## src/rtl/lcd_mux_pkg.sv

```systemverilog
package lcd_mux_pkg;
  typedef logic [1:0] lvl_t;

  localparam lvl_t LVL_GND  = 2'd0;
  localparam lvl_t LVL_LO   = 2'd1;
  localparam lvl_t LVL_HI   = 2'd2;
  localparam lvl_t LVL_FULL = 2'd3;

  // Level of a common pin for a given half-phase polarity.
  function automatic lvl_t com_level(input logic third, input logic sel, input logic pol);
    if (sel)        return pol ? LVL_GND : LVL_FULL;
    else if (third) return pol ? LVL_HI  : LVL_LO;
    else            return LVL_LO;
  endfunction

  // Level of a segment pin; lit segments oppose the selected common.
  function automatic lvl_t seg_level(input logic third, input logic lit, input logic pol);
    if (lit)        return pol ? LVL_FULL : LVL_GND;
    else if (third) return pol ? LVL_LO   : LVL_HI;
    else            return pol ? LVL_GND  : LVL_FULL;
  endfunction
endpackage

```

## src/rtl/lcd_timebase.sv

```systemverilog
module lcd_timebase #(
  parameter int DIV_THIRD = 4,
  parameter int SLOT_W    = 2
) (
  input  logic              clk,
  input  logic              rst_n,
  input  logic              wake,
  input  logic              tick,
  input  logic              bias_third,
  output logic [SLOT_W-1:0] slot,
  output logic              pol,
  output logic              blank
);
  localparam int CNT_W = $clog2(2 * DIV_THIRD) + 1;
  localparam int PH_W  = SLOT_W + 1;
  localparam logic [CNT_W-1:0] TERM_THIRD = CNT_W'(DIV_THIRD - 1);
  localparam logic [CNT_W-1:0] TERM_HALF  = CNT_W'(2 * DIV_THIRD - 1);

  logic [CNT_W-1:0] cnt;
  logic [PH_W-1:0]  phase;
  logic [CNT_W-1:0] term;

  assign term = bias_third ? TERM_THIRD : TERM_HALF;

  always_ff @(posedge clk) begin
    if (!rst_n || wake) begin
      cnt   <= '0;
      phase <= '0;
      blank <= 1'b1;
    end else if (tick) begin
      if (cnt >= term) begin
        cnt   <= '0;
        phase <= phase + 1'b1;
        if (&phase) blank <= 1'b0;
      end else begin
        cnt <= cnt + 1'b1;
      end
    end
  end

  assign slot = phase[PH_W-1:1];
  assign pol  = phase[0];
endmodule

```

## src/rtl/lcd_com_drv.sv

```systemverilog
module lcd_com_drv
  import lcd_mux_pkg::*;
#(
  parameter int NCOM   = 4,
  parameter int SLOT_W = 2
) (
  input  logic              third,
  input  logic              quiet,
  input  logic [SLOT_W-1:0] slot,
  input  logic              pol,
  output logic [2*NCOM-1:0] com_lvl
);
  for (genvar c = 0; c < NCOM; c++) begin : g_com
    logic sel;
    assign sel = !quiet && (slot == SLOT_W'(c));
    assign com_lvl[2*c +: 2] = com_level(third, sel, pol);
  end
endmodule

```

## src/rtl/lcd_seg_drv.sv

```systemverilog
module lcd_seg_drv
  import lcd_mux_pkg::*;
#(
  parameter int NCOM   = 4,
  parameter int NSEG   = 16,
  parameter int SLOT_W = 2
) (
  input  logic                 third,
  input  logic                 quiet,
  input  logic [SLOT_W-1:0]    slot,
  input  logic                 pol,
  input  logic [NCOM*NSEG-1:0] seg_on,
  output logic [2*NSEG-1:0]    seg_lvl
);
  logic [NSEG-1:0] row;

  always_comb begin
    row = '0;
    for (int c = 0; c < NCOM; c++)
      if (slot == SLOT_W'(c)) row = seg_on[c*NSEG +: NSEG];
  end

  for (genvar s = 0; s < NSEG; s++) begin : g_seg
    assign seg_lvl[2*s +: 2] = seg_level(third, !quiet && row[s], pol);
  end
endmodule

```

## src/rtl/lcd_pin_mux.sv

```systemverilog
module lcd_pin_mux #(
  parameter int NCOM   = 4,
  parameter int NSEG   = 16,
  parameter int NFIXED = 4
) (
  input  logic                   lcd_off,
  input  logic [NSEG-NFIXED-1:0] seg_port_sel,
  output logic [NCOM-1:0]        com_oe,
  output logic [NSEG-1:0]        seg_oe
);
  assign com_oe = {NCOM{!lcd_off}};
  assign seg_oe = lcd_off ? '0 : {seg_port_sel, {NFIXED{1'b1}}};
endmodule

```

## src/rtl/lcd_mux_seq.sv

```systemverilog
module lcd_mux_seq #(
  parameter int NCOM      = 4,
  parameter int NSEG      = 16,
  parameter int NFIXED    = 4,
  parameter int DIV_THIRD = 4
) (
  input  logic                   clk,
  input  logic                   rst_n,
  input  logic                   wake,
  input  logic                   tick,
  input  logic                   bias_third,
  input  logic                   disp_off,
  input  logic                   lcd_off,
  input  logic [NSEG-NFIXED-1:0] seg_port_sel,
  input  logic [NCOM*NSEG-1:0]   seg_on,
  output logic [2*NCOM-1:0]      com_lvl,
  output logic [2*NSEG-1:0]      seg_lvl,
  output logic [NCOM-1:0]        com_oe,
  output logic [NSEG-1:0]        seg_oe
);
  localparam int SLOT_W = $clog2(NCOM);

  logic [SLOT_W-1:0] slot;
  logic              pol;
  logic              blank;
  logic              quiet;

  assign quiet = blank || disp_off;

  lcd_timebase #(.DIV_THIRD(DIV_THIRD), .SLOT_W(SLOT_W)) u_tb (
    .clk(clk), .rst_n(rst_n), .wake(wake), .tick(tick),
    .bias_third(bias_third), .slot(slot), .pol(pol), .blank(blank)
  );

  lcd_com_drv #(.NCOM(NCOM), .SLOT_W(SLOT_W)) u_com (
    .third(bias_third), .quiet(quiet), .slot(slot), .pol(pol), .com_lvl(com_lvl)
  );

  lcd_seg_drv #(.NCOM(NCOM), .NSEG(NSEG), .SLOT_W(SLOT_W)) u_seg (
    .third(bias_third), .quiet(quiet), .slot(slot), .pol(pol),
    .seg_on(seg_on), .seg_lvl(seg_lvl)
  );

  lcd_pin_mux #(.NCOM(NCOM), .NSEG(NSEG), .NFIXED(NFIXED)) u_mux (
    .lcd_off(lcd_off), .seg_port_sel(seg_port_sel), .com_oe(com_oe), .seg_oe(seg_oe)
  );
endmodule

```

## config.mk

```make
export PLATFORM = sky130hd
export DESIGN_NAME = lcd_mux_seq
export DESIGN_NICKNAME = d
export VERILOG_FILES = /design/src/rtl/lcd_mux_pkg.sv /design/src/rtl/lcd_timebase.sv /design/src/rtl/lcd_com_drv.sv /design/src/rtl/lcd_seg_drv.sv /design/src/rtl/lcd_pin_mux.sv /design/src/rtl/lcd_mux_seq.sv
export SDC_FILE = /design/constraint.sdc
export NUM_CORES = 1
export LEC_CHECK = 0
export BUFFER_PORTS_ARGS = -buffer_cell sky130_fd_sc_hd__clkbuf_2
export CORE_MARGIN = 2
export CORE_UTILIZATION = 39
export DETAILED_ROUTE_END_ITERATION = 10
export PLACE_DENSITY = 0.81
export SLEW_MARGIN = 0
export SYNTH_ARGS = -nofsm -noshare
export SYNTH_HDL_FRONTEND = slang
export SYNTH_SLANG_ARGS = --single-unit
```

## constraint.sdc

```tcl
create_clock -name clk -period 2.81 [get_ports clk]
set_clock_uncertainty 0.15 [all_clocks]
set_input_delay 0.1405 -clock clk [delete_from_list [all_inputs] [get_ports clk]]
set_output_delay 0.1405 -clock clk [all_outputs]
set_load 0.1 [all_outputs]
```

==> results.json <==
{
  "worst_pin_slew_ns": 0.694,
  "grt.overflow.total": 0,
  "firstDrtPassIters": 6,
  "cp.required_ns": 2.52,
  "powerDensity_nw_per_um2": 279,
  "status": "completed",
  "clkTransAtPathRegs_ns": 0.04,
  "synthToLayoutAreaGrowth_pct": 88.9,
  "cp_max_fo": 15,
  "design_area_um2": 3200,
  "grt_use_total": 0.251,
  "dp_cells": 390,
  "post-dp-hpwl_um": 5070,
  "die-area_um2": 4880,
  "combPwrFrac": 0.709,
  "r2r_cells": 5,
  "place_area_um2": 3150,
  "crit_arrival_ns": 2.17,
  "hold_violations": 0,
  "final_nets": 435,
  "syn-num-nets": 306,
  "clockPowerShare": 0.161,
  "ys_seq_elements": 8,
  "clock_path_buffers": 2,
  "rsz0062_at_grt": "no",
  "vias": 2173,
  "holdBufCountCts": 0,
  "async_reset_ff_frac": 0,
  "synth-edff-count": 0,
  "antenna_found_initial": 0,
  "grt_pass1_wl_um": 10200,
  "ios": 143,
  "cts-resized-gates": 0,
  "n_antenna_cell": 0,
  "clock_latency_ns": 0.23,
  "port_buffers": 142,
  "hold-path-cell-count": 3,
  "synth_area_um2": 1690,
  "wl_per_cell_um": 15.8,
  "cts.htree.levels": 1,
  "min_period_over_period": 0.876,
  "drive_gt1_frac": 0.592,
  "p_leak_nw": 1.38,
  "worstSetupEndpointType": "output port",
  "yosys_warnings": 0,
  "die_y_um": 69.9,
  "grt_pass1_vias": 2209,
  "slew_viol_final": 0,
  "die_w_um": 69.9,
  "drcViolationCount": 0,
  "cts_tree": "built",
  "vdd_drop_max_mv": 0.193,
  "power.net_switching_mw": 0.476,
  "multi_input_area_um2": 1560,
  "nFillCells": 280,
  "cts_num_sinks": 8,
  "startpoint_type": "flop",
  "drt_iter0_drc": 120,
  "cts_root_buffer": "clkbuf_8",
  "most-common-layout-cells": "clkbuf_2 (102), buf_12 (39), mux2i_1 (16)",
  "core_um2": 4090,
  "finalSetupTns_ns": 0,
  "regArea_um2": 160,
  "synth_area_per_cell_um2": 7.83,
  "min_period_ns": 2.46,
  "yosys.cell_types.count": 42,
  "numCtsBuffers": 3,
  "viasPerCell": 5.53,
  "intPower_mw": 0.414,
  "place_congestion": 0.910,
  "timing.fmax_ghz": 0.406,
  "crit_type": "reg2out",
  "finalSetupViolations": 0,
  "routed_wl_um": 6220,
  "p_seq_frac": 0.130,
  "drv_cap": 0,
  "postCtsSetupBuffers": 0,
  "slew_headroom": 0.537,
  "switching_share": 0.535,
  "final_common_cell": "clkbuf_2",
  "start_util": 0.414,
  "syn-instance-count": 216,
  "hp-class": "in2reg",
  "grt_max_degree": 19,
  "antenna_left": 0,
  "synth_flop_cell": "dfxtp_1",
  "num_rows": 23,
  "stdcell_count": 393,
  "synth-seq-area-share": 0.0947
}
==> path summary, 6_finish.rpt <==
| path | endpoint | startpoint | slack (ns) |
|---|---|---|---|
| worst max-delay path | seg_lvl[15] | u_tb.phase[2] | 0.35 |
| worst min register to register | u_tb.cnt[3] | u_tb.cnt[3] | 0.34 |
| worst min-delay path | u_tb.cnt[3] | tick | 0.13 |
| worst max register to register | u_tb.phase[2] | u_tb.cnt[2] | 1.20 |
==> power groups by stage <==
stage | Combinational [mW] | Sequential [mW] | Clock [mW]
6_report | 0.632 | 0.116 | 0.143
5_1_grt | 0.652 | 0.116 | 0.151
4_1_cts | 0.633 | 0.116 | 0.143
3_5_place_dp | 0.632 | 0.118 | 0
3_3_place_gp | 0.624 | 0.118 | 0
2_1_floorplan | 0.424 | 0.117 | 0
==> per-stage QoR <==
step | utilization | setup WS [ns] | total power, mW | hold slack, ns
2_1_floorplan | - | -0.269 | 0.541 | 0.294
3_3_place_gp | 0.772 | 0.684 | 0.742 | 0.308
3_5_place_dp | 0.772 | 0.620 | 0.749 | 0.330
4_1_cts | 0.782 | 0.366 | 0.892 | 0.128
5_1_grt | 0.782 | 0.177 | 0.918 | 0.142
6_report | 0.782 | 0.349 | 0.891 | 0.133
==> cell type report <==
type / instances / area share
timing repair buffer: 150 / 0.425
tap: 50 / 0.0196
multi-input combinational: 178 / 0.487
clock buffer: 3 / 0.0129
sequential: 8 / 0.0501
inverter: 4 / 0.00470
==> worst max-delay path, cell delays in order, from the launching register on <==
cell	delay, ns
dfxtp_1	0.52
buf_4	0.28
nand2_2	0.16
o21ai_1	0.33
nor3_1	0.16
a211oi_4	0.27
buf_12	0.21
==> sequential cells by signal (all words and copies together) (netlist names) <==
name,flops
u_tb.cnt,4
u_tb.blank,1
u_tb.phase,3
==> cells by family (layout without fill, tap and decap cells) <==
group / Yosys count / in the layout / share of synthesized area
flops: 8 / 8 / 0.0947
compound gates: 62 / 62 / 0.280
simple gates: 64 / 64 / 0.192
mux: 42 / 42 / 0.259
fa+ha+maj: 7 / 7 / 0.0518
xor+xnor: 3 / 3 / 0.0155
buf+inv: 30 / 157 / 0.108
==> routing by layer <==
layer	vias to the layer above	part of all wire	GRT usage
met1	1008	0.36	0.273
li1	1042	-	-
met4	0	0.011	0.0556
met3	9	0.078	0.0563
met5	-	0	0
met2	114	0.55	0.488
==> Yosys cell counts (9+ instances only) <==
library cell,number,share of area
o21a_1,9,0.040
mux2i_1,31,0.18
a211oi_1,9,0.040
o32ai_1,9,0.047
o21ai_1,10,0.030
nor2_1,17,0.038
nand2_1,9,0.020
nor3_1,10,0.030
clkbuf_1,10,0.022
nor2b_1,12,0.044
Note: power is estimated with default switching activity, not from simulation.
